**src/rtl/boot_stall_seq.sv**
```systemverilog
module boot_stall_seq #(
  parameter int ADDR_W = 32,
  parameter logic [ADDR_W-1:0] RUN_ADDR = '0
) (
  input  logic              clk,
  input  logic              rst_n,
  input  logic [1:0]        boot_sel,
  input  logic              hint_wr,
  input  logic              dbg_hint_wr,
  input  logic              hint_clr,
  input  logic              copy_done,
  output logic              core_hold,
  output logic              copy_go,
  output logic              boot_ok,
  output logic [ADDR_W-1:0] run_addr,
  output logic              hint_bit,
  output logic              core_irq
);
  typedef enum logic [1:0] {ST_IDLE, ST_STALL, ST_RUN} st_t;
  st_t        st;
  logic [1:0] mode_q;
  logic       m_host, m_emu, m_rom, release_now;

  assign m_host = (mode_q == 2'b00);
  assign m_emu  = (mode_q == 2'b01);
  assign m_rom  = mode_q[1];
  assign release_now = (st == ST_STALL) &&
                       ((m_host && hint_wr) || (m_emu && dbg_hint_wr) || (m_rom && copy_done));

  assign core_hold = (st != ST_RUN);
  assign boot_ok   = (st == ST_RUN);
  assign run_addr  = RUN_ADDR;

  always_ff @(posedge clk or negedge rst_n) begin
    if (!rst_n) begin
      st       <= ST_IDLE;
      mode_q   <= 2'b00;
      copy_go  <= 1'b0;
      hint_bit <= 1'b0;
      core_irq <= 1'b0;
    end else begin
      copy_go  <= 1'b0;
      core_irq <= 1'b0;
      case (st)
        ST_IDLE: begin
          mode_q  <= boot_sel;
          copy_go <= boot_sel[1];
          st      <= ST_STALL;
        end
        ST_STALL: begin
          if (hint_wr || (m_emu && dbg_hint_wr)) hint_bit <= 1'b1;
          if (release_now) st <= ST_RUN;
        end
        default: begin
          if (hint_clr) hint_bit <= 1'b0;
          else if (hint_wr && !hint_bit) begin
            hint_bit <= 1'b1;
            core_irq <= 1'b1;
          end
        end
      endcase
    end
  end

  assert_go_single_R6: assert property (@(posedge clk) disable iff (!rst_n)
    copy_go |=> !copy_go);
  assert_rom_release_R6: assert property (@(posedge clk) disable iff (!rst_n)
    ($fell(core_hold) && m_rom) |-> $past(copy_done));
  assert_host_release_R3: assert property (@(posedge clk) disable iff (!rst_n)
    ($fell(core_hold) && m_host) |-> ($past(hint_wr) && hint_bit));
  assert_emu_release_R5: assert property (@(posedge clk) disable iff (!rst_n)
    ($fell(core_hold) && m_emu) |-> ($past(dbg_hint_wr) && hint_bit));
  assert_no_release_irq_R8: assert property (@(posedge clk) disable iff (!rst_n)
    $fell(core_hold) |-> !core_irq);
  assert_irq_needs_clear_R9: assert property (@(posedge clk) disable iff (!rst_n)
    core_irq |-> ($past(!hint_bit) && hint_bit && boot_ok));
  assert_done_sticky_R11: assert property (@(posedge clk) disable iff (!rst_n)
    boot_ok |=> boot_ok);
endmodule

```
**config.mk**
```make
export PLATFORM = sky130hd
export DESIGN_NAME = boot_stall_seq
export DESIGN_NICKNAME = d
export VERILOG_FILES = /design/src/rtl/boot_stall_seq.sv
export SDC_FILE = /design/constraint.sdc
export NUM_CORES = 1
export LEC_CHECK = 0
export BUFFER_PORTS_ARGS = -buffer_cell sky130_fd_sc_hd__buf_2
export CAP_MARGIN = 20
export CORE_UTILIZATION = 40
export CTS_CLUSTER_SIZE = 16
export DETAILED_ROUTE_END_ITERATION = 16
export PLACE_DENSITY = 0.88
export SYNTH_ARGS = -nofsm -noshare
export SYNTH_HDL_FRONTEND = slang
export SYNTH_SLANG_ARGS = --single-unit
```
**constraint.sdc**
```tcl
create_clock -name clk -period 2.42 [get_ports clk]
set_input_delay 0.363 -clock clk [delete_from_list [all_inputs] [get_ports clk]]
set_output_delay 0.363 -clock clk [all_outputs]
set_load 0.02 [all_outputs]
```
==> key figures <==
Detailed routing
  – Vias post-DR: 342
  – DRT iter0 DRCs: 0
  – WL final: between 700 and 800 um
  – Wire length per cell: 7.82 um
  – # DRC: 0
  – DRT antenna net count: 0
  – TritonRoute pass-1 iters: 1
  – Vias/cell: 3.72

Die
  – Die extent in x: 39.1 um
  – Full die area: between 1500 and 2000 um2
  – Cell Rows: 13
  – Starting Density: 0.428
  – # IOs: 45
  – Core ar.: between 1000 and 1500 um2
  – Die Ht: around 40 um

GRT
  – Largest net degree at the start of global routing: 8
  – Total global-route track usage: 0.110
  – First-pass GRT wire length: 1.01 mm
  – GR Overflow Total: 0
  – Vias in the first global route: 256
  – Initial antenna violation count: 0

Pwr
  – Leakage: 0.316 nW
  – Pwr Total: 0.000378 W
  – IR drop worst, VDD: around 0.36 mV
  – PwrDens: 698 nW/um2

Hold path
  – Worst min-delay path class: input pin to flop

Place
  – Dpl hpwl: ~550 um
  – Cells after DPL: 87
  – Dpl ws: 1.28 ns
  – Routability cong.: 0.691
  – IO Port Bufs: 12

Clock network
  – Resize count post-CTS: 0
  – Htree depth: 1
  – Skew-Pair Late Insertion Delay: 0.26 ns
  – CTS tree: yes
  – Number of setup buffers added after CTS: 0
  – CTS sink cnt: 7
  – Clock buffer count from CTS: 3
  – Cts hold-fix bufs: 1
  – Clock-pin slew on the worst setup and hold paths: 0.06 ns
  – Max clock buf depth: 2
  – Root buf cell: clkbuf_4

Critical path
  – Critical Path Fanout Max: 4
  – Critical path class: flop to output pin
  – Slowest CP cell: dfrtp_1
  – CP endpoint kind: output pin
  – Crit path arrival time: 1.05 ns
  – CP Launch Type: flop
  – CP cell instances: nand2b_1 > inv_1 > buf_2
  – Max incr delay on CP: 0.41 ns
  – Critical Path RT: 2.06 ns

Yosys
  – Post-synth EDFFs: 0
  – Post-synth ARST share: 1.00
  – Sequential area share after synthesis: 0.318
  – Yosys warnings: 0
  – Netlist cell types: 20
  – Syn avg cell area: 9.03 um2
  – Most used DFF post-synth: dfrtp_1
  – Synthesis-stage register bit count: 7
  – Synthesized area: 551 um2
  – Gate Count Post-Synth: 61

STA
  – Clock Skew: between 0.01 and 0.015 ns
  – Final setup violation count: 0
  – Hold Violations, Final: 0
  – Max Fclk: 708 MHz
  – Final Critical Period: 1.41 ns
  – Worst setup margin: ~1 ns
  – RSZ-0062 raised after global routing: no
  – Setup TNS: 0 ns
  – Max-slew violations: 0
  – Final Cycle Share: 0.584

Finish
  – Area of the multi-input gates: ~240 um2
  – Fill count: 145
  – Antenna diodes: 0
  – Area Overhead vs Synth: -1.59%
  – Share of cells above drive strength 1: 0.234
  – FF/Latch Area: 175 um2
  – Final layout net count: 86
  – Final Non-Filler Cells: 92

Run status
  – Status: finished, final reports clean

Job
  – Max-cap violations: 0
-- sequential cells by signal, summed over array words and instances, names as in the netlist --
signal / cells
mode_q: 2
st: 2
copy_go: 1
core_irq: 1
hint_bit: 1
-- final cells by class --
class                           instances  area share
Multi-Input combinational cell         50       0.443
Sequential cell                         7       0.323
Tap cell                               15      0.0346
Inverter                                3      0.0208
Timing Repair Buffer                   13       0.129
Clock buffer                            4      0.0485
-- worst max-delay path, delay by kind of cell, from the launching register on --
family	cells	cell delay, ns
buffers and inverters	2	0.22
DFF	1	0.41
and+or+nand+nor	1	0.16
-- logic make-up after synthesis --
family / count (synthesis) / synth area share
AO/OA/AOI/OAI: 7 / 0.0864
buffers and inverters: 35 / 0.457
flip-flops: 7 / 0.318
multiplexers: 1 / 0.0273
other: 1 / 0.00681
AND/OR/NAND/NOR: 10 / 0.105
-- worst paths after layout --
kind	end	start	cells after the start	slack, ns
min in group asynchronous	core_irq	rst_n	2	0.46
max reg2reg	mode_q[0]	st[1]	2	1.31
min	core_irq	hint_clr	2	0.27
max in group asynchronous	hint_bit	rst_n	2	1.79
max	boot_ok	st[0]	3	1.01
min reg2reg	core_irq	hint_bit	1	0.45
-- synth_stat cells, drive strengths merged, types with 2 or more instances --
library cell  instances  area share
buf                  32        0.44
dfrtp                 7        0.32
inv                   3       0.020
nand2                 2       0.014
nand2b                2       0.023
nor2                  2       0.018
-- report_power, final --
group | leakage (nW) | internal [W] | switching [W]
clock network | 0.0150 | 0.0000630 | 0.0000445
logic | 0.217 | 0.0000348 | 0.0000888
registers | 0.0836 | 0.000133 | 0.0000136
total | 0.316 | 0.000231 | 0.000147
-- layout by cell type, fill, tap and decap left out, drive strengths merged, types with 2 or more instances in the layout --
master,instances
buf,12
conb,32
dfrtp,7
inv,3
nor2,2
clkbuf,4
nand2,2
nand2b,2
-- through the flow --
step / hold slack [ns] / instance area (um2) / utilization
after CTS: 0.271 / 542 / 0.422
after floorplan: 0.0674 / 667 / -
after detailed placement: 0.204 / 505 / 0.393
after global routing: 0.262 / 542 / 0.422
after global placement: 0.198 / 505 / 0.393
final: 0.272 / 542 / 0.422
-- metal layers --
layer / share of wire / track usage
met1: 0.36 / 0.0947
met2: 0.52 / 0.183
met3: 0.12 / 0.104
met4: 0 / 0.0259
met5: 0 / 0
Power figures use the tool's default switching activity.
